<file path="config.mk">
export PLATFORM = sky130hd
export DESIGN_NAME = rxg_top
export DESIGN_NICKNAME = d
export VERILOG_FILES = /design/src/rtl/rxg_pkg.sv /design/src/rtl/rxg_ctrl_reg.sv /design/src/rtl/rxg_frame_gate.sv /design/src/rtl/rxg_led_mux.sv /design/src/rtl/rxg_top.sv
export SDC_FILE = /design/constraint.sdc
export NUM_CORES = 1
export LEC_CHECK = 0
export BUFFER_PORTS_ARGS = -buffer_cell sky130_fd_sc_hd__buf_2
export CAP_MARGIN = 30
export CORE_AREA = 2 2 44 46
export CTS_BUF_LIST = sky130_fd_sc_hd__clkbuf_16
export DETAILED_ROUTE_END_ITERATION = 8
export DIE_AREA = 0 0 46 48
export PLACE_DENSITY = 0.73
export SETUP_SLACK_MARGIN = 0.15
export SLEW_MARGIN = 25
export SYNTH_ARGS = -nofsm -noshare
export SYNTH_HDL_FRONTEND = slang
export SYNTH_HIERARCHICAL = 1
export SYNTH_SLANG_ARGS = --single-unit
</file>
<file path="constraint.sdc">
create_clock -name clk_i -period 1.5 [get_ports clk_i]
set_input_delay 0 -clock clk_i [delete_from_list [all_inputs] [get_ports clk_i]]
set_output_delay 0 -clock clk_i [all_outputs]
set_load 0.005 [all_outputs]
</file>
<file path="src/rtl/rxg_pkg.sv">
package rxg_pkg;
  localparam int CTRL_W    = 4;
  localparam int BIT_RXDIS = 3;
  localparam int BIT_LED1  = 2;
  localparam int BIT_LED4  = 1;
  localparam int BIT_SRST  = 0;

  typedef struct packed {
    logic rx_dis;
    logic led1_mode;
    logic led4_mode;
  } ctrl_t;
endpackage

</file>
<file path="src/rtl/rxg_ctrl_reg.sv">
module rxg_ctrl_reg
  import rxg_pkg::*;
#(
  parameter int          ADDR_W   = 5,
  parameter logic [4:0]  REG_ADDR = 5'h17,
  parameter int          RST_CYC  = 3
) (
  input  logic              clk_i,
  input  logic              rst_ni,
  input  logic [ADDR_W-1:0] addr_i,
  input  logic              wr_i,
  input  logic [CTRL_W-1:0] wdata_i,
  input  logic              compat_i,
  output logic [CTRL_W-1:0] rdata_o,
  output ctrl_t             ctrl_o,
  output logic              rx_dis_o,
  output logic              srst_o
);
  localparam int CNT_W = $clog2(RST_CYC + 1);
  localparam logic [CNT_W-1:0] CNT_LOAD = CNT_W'(RST_CYC);

  ctrl_t            ctrl_q;
  logic [CNT_W-1:0] cnt_q;
  logic             sel;
  logic             wr_hit;

  assign sel    = (addr_i == REG_ADDR[ADDR_W-1:0]);
  assign wr_hit = wr_i & sel;
  assign srst_o = (cnt_q != '0);

  always_ff @(posedge clk_i or negedge rst_ni) begin
    if (!rst_ni) begin
      ctrl_q <= '0;
      cnt_q  <= '0;
    end else if (srst_o) begin
      ctrl_q <= '0;
      cnt_q  <= cnt_q - 1'b1;
    end else if (wr_hit) begin
      if (!compat_i && wdata_i[BIT_SRST]) begin
        ctrl_q <= '0;
        cnt_q  <= CNT_LOAD;
      end else begin
        if (!compat_i) ctrl_q.rx_dis <= wdata_i[BIT_RXDIS];
        ctrl_q.led1_mode <= wdata_i[BIT_LED1];
        ctrl_q.led4_mode <= wdata_i[BIT_LED4];
      end
    end
  end

  assign ctrl_o   = ctrl_q;
  assign rx_dis_o = ctrl_q.rx_dis & ~compat_i;

  always_comb begin
    rdata_o = '0;
    if (sel) begin
      rdata_o[BIT_RXDIS] = rx_dis_o;
      rdata_o[BIT_LED1]  = ctrl_q.led1_mode;
      rdata_o[BIT_LED4]  = ctrl_q.led4_mode;
      rdata_o[BIT_SRST]  = srst_o & ~compat_i;
    end
  end
endmodule

</file>
<file path="src/rtl/rxg_frame_gate.sv">
module rxg_frame_gate #(
  parameter int DATA_W = 8
) (
  input  logic              clk_i,
  input  logic              rst_ni,
  input  logic              srst_i,
  input  logic              rx_dis_i,
  input  logic              rx_valid_i,
  input  logic [DATA_W-1:0] rx_data_i,
  input  logic              rx_err_i,
  output logic              rx_valid_o,
  output logic [DATA_W-1:0] rx_data_o,
  output logic              rx_err_o
);
  // prev_q resets high so a frame in flight at reset is not taken as a start
  logic prev_q;
  logic pass_q;
  logic pass_now;
  logic fwd;

  assign pass_now = ~srst_i & (prev_q ? pass_q : ~rx_dis_i);
  assign fwd      = pass_now & rx_valid_i;

  always_ff @(posedge clk_i or negedge rst_ni) begin
    if (!rst_ni) begin
      prev_q <= 1'b1;
      pass_q <= 1'b0;
    end else if (srst_i) begin
      prev_q <= 1'b1;
      pass_q <= 1'b0;
    end else begin
      prev_q <= rx_valid_i;
      pass_q <= pass_now;
    end
  end

  assign rx_valid_o = fwd;
  assign rx_err_o   = fwd & rx_err_i;

  for (genvar i = 0; i < DATA_W; i++) begin : g_dmask
    assign rx_data_o[i] = rx_data_i[i] & fwd;
  end
endmodule

</file>
<file path="src/rtl/rxg_led_mux.sv">
module rxg_led_mux (
  input  logic led1_mode_i,
  input  logic led4_mode_i,
  input  logic tx_act_i,
  input  logic cim_ok_i,
  input  logic full_dup_i,
  input  logic polarity_i,
  input  logic speed100_i,
  output logic led1_o,
  output logic led4_o
);
  assign led1_o = led1_mode_i ? cim_ok_i : tx_act_i;
  assign led4_o = (led4_mode_i || speed100_i) ? full_dup_i : polarity_i;
endmodule

</file>
<file path="src/rtl/rxg_top.sv">
module rxg_top
  import rxg_pkg::*;
#(
  parameter int          DATA_W   = 8,
  parameter int          ADDR_W   = 5,
  parameter logic [4:0]  REG_ADDR = 5'h17,
  parameter int          RST_CYC  = 3
) (
  input  logic              clk_i,
  input  logic              rst_ni,
  input  logic [ADDR_W-1:0] reg_addr_i,
  input  logic              reg_wr_i,
  input  logic [3:0]        reg_wdata_i,
  output logic [3:0]        reg_rdata_o,
  input  logic              compat_i,
  input  logic              rx_valid_i,
  input  logic [DATA_W-1:0] rx_data_i,
  input  logic              rx_err_i,
  output logic              rx_valid_o,
  output logic [DATA_W-1:0] rx_data_o,
  output logic              rx_err_o,
  input  logic              link_up_i,
  output logic              link_up_o,
  input  logic              tx_act_i,
  input  logic              cim_ok_i,
  input  logic              full_dup_i,
  input  logic              polarity_i,
  input  logic              speed100_i,
  output logic              led1_o,
  output logic              led4_o
);
  ctrl_t ctrl;
  logic  rx_dis;
  logic  srst;

  rxg_ctrl_reg #(
    .ADDR_W(ADDR_W), .REG_ADDR(REG_ADDR), .RST_CYC(RST_CYC)
  ) u_reg (
    .clk_i(clk_i), .rst_ni(rst_ni), .addr_i(reg_addr_i), .wr_i(reg_wr_i),
    .wdata_i(reg_wdata_i), .compat_i(compat_i), .rdata_o(reg_rdata_o),
    .ctrl_o(ctrl), .rx_dis_o(rx_dis), .srst_o(srst)
  );

  rxg_frame_gate #(.DATA_W(DATA_W)) u_gate (
    .clk_i(clk_i), .rst_ni(rst_ni), .srst_i(srst), .rx_dis_i(rx_dis),
    .rx_valid_i(rx_valid_i), .rx_data_i(rx_data_i), .rx_err_i(rx_err_i),
    .rx_valid_o(rx_valid_o), .rx_data_o(rx_data_o), .rx_err_o(rx_err_o)
  );

  rxg_led_mux u_led (
    .led1_mode_i(ctrl.led1_mode), .led4_mode_i(ctrl.led4_mode),
    .tx_act_i(tx_act_i), .cim_ok_i(cim_ok_i), .full_dup_i(full_dup_i),
    .polarity_i(polarity_i), .speed100_i(speed100_i),
    .led1_o(led1_o), .led4_o(led4_o)
  );

  assign link_up_o = link_up_i;
endmodule

</file>
# Word level (Yosys, flattened, before mapping)
# Index checks and enable logic that the tools add are counted.
# totals
register_bits	7
in_bits	29
# op_classes
add_sub_neg	1
n_eq_ne	2
n_mux	13
bitwise_logic	17
reduce_logical	8
# ops
op	n
$and 1x1->1	14
$mux 3	3
$mux 1	6
$mux 2	3
$reduce_bool 2->1	3
$eq 5x5->1 const B	1
$mux 4	1
$reduce_and 2->1	2
$ne 3x1->1 const B	1
$not 1->1	3
$sub 2x1->2 const B	1
$logic_and 1x1->1	1
$logic_not 1->1	1
$logic_or 1x1->1	1

# Logic depth before layout (Yosys ltp)
# Gate-level depths: netlist of run 1.
# logic_depth
ltp_word	7
mapped_depth	6

# By module
# Netlist of run 1, hierarchy kept.
# modules_own_cells
mod	instances	cells_per_inst	area_each_um2
rxg_ctrl_reg	1	33	325.3
rxg_frame_gate	1	29	266.5
rxg_led_mux	1	3	26.3
rxg_top	1	1	7.5

# Worst setup path before layout of run 1
# OpenSTA, ideal clock, no wires.
# synth_timing
path_type	register -> register
startpoint	reg u_reg.cnt_q[0]
endpoint	reg u_reg.cnt_q[0]
setup_time_ns	0.125
arrival_time_ns	1.214
t_required_ns	1.375
path_slack_ns	0.161
stages_incl_launch_ff	7
path_buffers	1
period_less_slack_ns	1.339
cell_sequence	dfrtp_1 > inv_1 > ha_1 > buf_4 > inv_1 > a41o_1 > mux2_4
# synth_via
elab_chain_cells	3
word_cells_on_any_way	6
classes_between	1 x add/sub; 1 x mux; 4 x reduce/logical
# synth_lines
element	line	text
from (decl)	rxg_ctrl_reg.sv:23	logic [CNT_W-1:0] cnt_q;
from (signal assigned)	rxg_ctrl_reg.sv:37	cnt_q <= cnt_q - 1'b1;
$reduce_bool 2->1 *	rxg_ctrl_reg.sv:29	assign srst_o = (cnt_q != '0);
named net srst	rxg_top.sv:34	logic srst;
$reduce_bool 2->1 (no line)	n/a	
$reduce_and 2->1 (no line)	n/a	
# Mark *: on every way through the listed nets, which the timed path passes. The rest lies on a longest branch.
# A chain may end at the register's enable or synchronous reset.

# Final worst setup path of run 1
# layout_timing
startpoint	reg u_reg.cnt_q[0]
endpoint	out rx_err_o
# layout_via
elab_chain_cells	5
# layout_lines
element	line	text
$reduce_bool 2->1	rxg_ctrl_reg.sv:29	
named net srst	rxg_top.sv:34	
$not 1->1	rxg_frame_gate.sv:21	assign pass_now = ~srst_i & (prev_q ? pass_q : ~rx_dis_i);
$and 1x1->1	rxg_frame_gate.sv:21	
$and 1x1->1	rxg_frame_gate.sv:22	assign fwd = pass_now & rx_valid_i;
$and 1x1->1	rxg_frame_gate.sv:38	assign rx_err_o = fwd & rx_err_i;
to (decl)	rxg_top.sv:21	output logic rx_err_o,
# The timed path passes the listed nets, and every way through them passes these cells.

==> results.yml, run 1 <==
outcome:
  outcome: "complete, no violations"
sta:
  worst_pin_slew_ns: 0.202
  slew_violations: 0
  max_freq_mhz: 737
  slew_headroom: 0.865
  clock_skew_ns: 0.00203
  hold_viol_final: 0
  period_needed_ns: 1.36
  holdWs_ns: 0.00000226
  finalCritPeriodShare: 0.905
  finalSetupViolCount: 0
  rsz0062_at_grt: "yes"
hold_path:
  whs_path_depth: 0
  min_to: "link_up_o"
  hold_class: "input port to output pin"
  worstHoldStart: "link_up_i"
floorplanning:
  dieArea_um2: 2210
  die_h_um: 48
  core_area_um2: 1690
  start_util: 0.370
  rows: 15
  io_pins: 46
  die_w_um: 46
pwr:
  p_total_uw: 1500
  internal_power_uw: 972
  swShare: 0.350
  clkPwrFrac: 0.291
  leakagePower_uw: 0.000536
  ir_drop_mv: 1.08
  comb_power_share: 0.532
  power_frac_seq: 0.176
  p_switching_uw: 524
  power.density_nw_per_um2: 1370
run:
  cap_violations: 0
global_routing:
  antenna_found_initial: 0
  gr-total-overflow: 0
  grt_pass1_wl_um: 2610
  grt.total_usage: 0.162
  first_global_vias: 607
  grt_max_degree: 12
critical_path:
  rrSetupSlack_ns: 0.23
  crit_type: "register to output pin"
  crit_arrival_ns: 1.36
  cpPeakStageDelay_ns: 0.36
  timing.rr.end: "u_reg/cnt_q[0]"
  start_kind: "register"
  endpoint_kind: "output pin"
  rr_startpoint: "u_reg/cnt_q[0]"
  worstPathCellList: "inv_2 > ha_4 > inv_4 > buf_6 > nor4_4 > buf_2"
  r2r_cells: 5
  cp.buffers_inverters: 4
  crit_slowest_cell: "dfrtp_1"
  crit_fanout: 4
  required_ns: 1.50
  crit_family: "buffers and inverters"
cells_and_area:
  n_antenna_cell: 0
  instances_no_fill: 136
  drive_above_1_share: 0.672
  postLayoutCellArea_um2: 1090
  nets: 150
  fin_util: 0.648
  syn_to_final_growth_pct: 75.0
  n_fill_cell: 138
logic_synthesis:
  synth_flop_cell: "dfrtp_1"
  synth_cell_types: 26
  yosysWarnings: 6
  synth_edf_count: 0
  synth.top_cells.by_area: "dfrtp_1 24%, nor4_2 18%, nand2_1 7.8%"
  seq_area_frac_synth: 0.282
  avgSynthCellArea_um2: 9.48
  ys_ff_latch: 7
  synthCells: 66
  async_flop_share: 1.00
  synth_fp_nets: 96
  synth_top_area_frac: 0.240
  synth_top_area_cell: "dfrtp_1"
  syn-cell-area_um2: 626
clock_network:
  cts.sinks: 7
  clock_latency_ns: 0.23
  path_clk_slew_ns: 0.03
  cts_max_path_buffers: 2
  cts_buffers: 3
  ctsRootBufferMaster: "clkbuf_16"
  cts_tree: "yes"
  htree_levels: 1
detailed_routing:
  avgRoutedWirePerCell_um: 13.4
  final_antenna_net_count: 0
  drt_iter0_markers: 20
  avgViaCountPerCell: 5.09
  dr.pass1.iters: 4
  num_vias: 692
  wl_um: 1820
  drcViolationCount: 0
place:
  place_congestion: 0.771
  dp_cells: 122
  dpl_cell_area_um2: 833
  portBuffers: 43
  hpwl_um: 1210
logic make-up after synthesis:
| logic type | share of synthesized area |
|---|---|
| fa+ha+maj | 0.0200 |
| mux | 0.124 |
| flops | 0.282 |
| buf+inv | 0.0880 |
| compound gates | 0.0160 |
| simple gates | 0.470 |
worst max path at each step:
stage / slack (ns) / start / end / depth (start not counted)
floorplan: 0.16 / u_reg/cnt_q[0] / u_reg/cnt_q[0] / 6
global placement: 0.02 / u_reg/ctrl_o[2] / rx_valid_o / 4
detailed placement: -0.03 / u_reg/ctrl_o[2] / rx_valid_o / 4
CTS: 0.17 / u_reg/ctrl_o[2] / rx_valid_o / 4
global route: 0.07 / u_reg/cnt_q[0] / rx_err_o / 6
finish: 0.14 / u_reg/cnt_q[0] / rx_err_o / 6
routing by layer:
metal | vias up | global-route usage | routed length (µm)
li1 | 339 | - | -
met2 | 15 | 0.267 | 998
met5 | - | 0 | 0
met4 | 0 | 0.0457 | 0
met1 | 338 | 0.219 | 749
met3 | 0 | 0.0264 | 72
what timing repair did:
action                                 CTS  global route
gates cloned                             1             0
pin swaps                               10             2
hold buffers                             1             0
endpoints found under the hold margin    7             0
gates resized for setup                 11             8
setup endpoints to repair               11            10
setup buffers                            4             4
sequential cells by signal (all words and copies together), names as in the netlist:
name           flops
u_gate/pass_q      1
u_reg/ctrl_o       3
u_reg/cnt_q        2
u_gate/prev_q      1
cells in the mapped netlist, drive strengths merged (2+ instances only):
cell / n
nand2: 13
nor4: 9
buf: 6
dfrtp: 6
mux2i: 4
nand3: 4
nor2b: 4
inv: 3
mux2: 3
and3: 2
nor3: 2
area by class of cell:
class	instances	area, µm²	share of cell area
timing repair buffer	55	332	0.303
clock inverter	1	3.75	0.00343
clock buffer	3	75.1	0.0686
sequential	7	176	0.161
tap	17	21.3	0.0194
multi-input combinational	50	473	0.432
inverter	3	13.8	0.0126
power by group through the flow:
stage | logic, µW | registers [µW] | clock network [µW]
final | 796 | 264 | 436
after global routing | 865 | 266 | 458
after CTS | 633 | 262 | 442
after detailed placement | 467 | 254 | 0
after global placement | 449 | 253 | 0
after floorplan | 368 | 252 | 0
cell usage in the layout, fill, tap and decap left out, drive strengths merged:
cell type / count
a41o: 1
and3: 2
and4b: 1
buf: 54
clkbuf: 3
dfrtp: 6
dfstp: 1
dlygate4sd3: 1
ha: 1
inv: 4
mux2: 3
mux2i: 4
nand2: 13
nand2b: 1
nand3: 4
nand4b: 1
nor2: 1
nor2b: 4
nor3: 2
nor3b: 1
nor4: 9
nor4b: 1
or2: 1
stage by stage:
step / TNS (ns) / setup WS [ns]
2_1_floorplan: 0 / 0.161
3_3_place_gp: 0 / 0.0181
3_5_place_dp: -0.149 / -0.0342
4_1_cts: 0 / 0.168
5_1_grt: 0 / 0.0651
6_report: 0 / 0.143
Power figures use the tool's default switching activity.
==> inputs of run 2 (changes only) <==
==> constraint.sdc (replaced) <==
create_clock -name clk_i -period 1.5 [get_ports clk_i]
set_input_delay 0.15 -clock clk_i [delete_from_list [all_inputs] [get_ports clk_i]]
set_output_delay 0.15 -clock clk_i [all_outputs]
set_load 0.005 [all_outputs]
==> results.yml, run 2 (synthesis gave the netlist of run 1 again) <==
outcome:
  outcome: "finished, violations left"
  violations: "negative setup slack"
critical_path:
  start_kind: "register"
  crit_fanout: 11
  crit_family: "simple AND/OR/NAND/NOR gates"
  crit_arrival_ns: 1.37
  crit_slowest_cell: "dfrtp_1"
  required_ns: 1.35
  crit_type: "register to output pin"
  cp.buffers_inverters: 2
  endpoint_kind: "output pin"
  worstPathCellList: "nor2b_1 > nor2b_4 > buf_12 > nor4_2 > buf_2"
  cpPeakStageDelay_ns: 0.36
detailed_routing:
  dr.pass1.iters: 4
  drcViolationCount: 0
  avgViaCountPerCell: 5.10
  drt_iter0_markers: 8
  avgRoutedWirePerCell_um: 12.6
  num_vias: 693
  wl_um: 1710
  final_antenna_net_count: 0
pwr:
  leakagePower_uw: 0.000542
  ir_drop_mv: 1.06
  power.density_nw_per_um2: 1330
sta:
  rsz0062_at_grt: "yes"
  finalCritPeriodShare: 1.01
  period_needed_ns: 1.52
  clock_skew_ns: 0.00291
  max_freq_mhz: 660
  setup_slack_ns: -0.0150
  worst_pin_slew_ns: 0.201
  slew_headroom: 0.865
  hold_viol_final: 0
  slew_violations: 0
  finalSetupViolCount: 1
global_routing:
  grt_max_degree: 12
  antenna_found_initial: 0
  grt_pass1_wl_um: 2470
  first_global_vias: 594
  gr-total-overflow: 0
  grt.total_usage: 0.161
cells_and_area:
  n_antenna_cell: 0
  final_cell_mix: "43 x buf_2, 13 x nand2_1, 7 x buf_4, 6 x dfrtp_1, 5 x nor4_4"
  drive_above_1_share: 0.681
  nets: 150
  fin_util: 0.650
  final_common_cell: "buf_2"
  largest_reg_flops: 3
  syn_to_final_growth_pct: 75.4
clock_network:
  clock_latency_ns: 0.23
  path_clk_slew_ns: 0.04
  ctsRootBufferMaster: "clkbuf_16"
  cts.sinks: 7
  cts_tree: "yes"
  cts_max_path_buffers: 2
  cts_buffers: 3
  htree_levels: 1
floorplanning:
  start_util: 0.370
  die_w_um: 46
  rows: 15
  die_h_um: 48
  io_pins: 46
  core_area_um2: 1690
  dieArea_um2: 2210
place:
  portBuffers: 43
  place_ws_ns: -0.189
  hpwl_um: 1210
  place_congestion: 0.706
hold_path:
  hold_class: "input port to register"
run:
  cap_violations: 0
[run 2: cell types whose count changed in the layout (fill, tap and decap cells not counted)]
| cell | change |
|---|---|
| buf_12 | +1 |
| buf_6 | -1 |
| inv_2 | +1 |
| inv_4 | -1 |
| nor3_1 | -1 |
| nor3_2 | +1 |
| nor4_2 | +1 |
| nor4_4 | -1 |
[run 2: final cells by class]
cell class,instances,area (µm²)
inverter,3,11.3
multi-input combinational,50,469
timing repair buffer,55,340
clock inverter,1,3.75
sequential,7,176
clock buffer,3,75.1
tap,17,21.3
fill,126,592
[run 2: worst paths after layout]
path,from,to,slack (ns),depth (start not counted)
max,u_reg/ctrl_o[2],rx_err_o,-0.02,5
min,reg_wdata_i[3],u_reg/ctrl_o[2],0.19,3
max reg2reg,u_reg/cnt_q[0],u_reg/cnt_q[0],0.21,5
min reg2reg,u_reg/cnt_q[1],u_reg/cnt_q[1],0.56,2
max in group asynchronous,rst_ni,u_gate/prev_q,0.99,2
min in group asynchronous,rst_ni,u_gate/pass_q,0.29,2
[run 2: timing repair]
| action | in CTS | in global routing |
|---|---|---|
| hold buffers | 1 | 0 |
| gates resized for setup | 12 | 5 |
| setup buffers | 2 | 5 |
| cloned | 1 | 0 |
| endpoints found under the hold margin | 7 | 0 |
| setup endpoints to repair | 12 | 11 |
[run 2: power by group]
part           switching [µW]  internal [µW]  total (µW)
Sequential               26.1            239         265
Clock                    95.5            346         442
Combinational             376            381         757
[run 2: routing by layer]
| metal | global-route usage | vias up | wire length [µm] |
|---|---|---|---|
| met2 | 0.233 | 18 | 883 |
| li1 | - | 340 | - |
| met4 | 0.0914 | 0 | 40 |
| met1 | 0.211 | 329 | 695 |
| met5 | 0 | - | 0 |
| met3 | 0.0491 | 6 | 91 |
[run 2: worst register-to-register path, cell delays in order (launching register included)]
cell and delay [ns]:
dfrtp_1 0.37, inv_2 0.09, ha_4 0.15, inv_2 0.06, a41o_1 0.25, mux2_4 0.26
[run 2: through the flow]
step	hold WS [ns]	total power, µW	std cells	TNS, ns	instance area (µm²)
finish	0.189	1460	136	-0.0150	1100
global route	0.212	1560	136	-0.441	1100
CTS	0.190	1350	131	0	1000
detailed placement	-0.0114	726	123	-1.79	841
global placement	-0.0141	699	123	-1.13	841
floorplan	-0.146	620	66	0	626
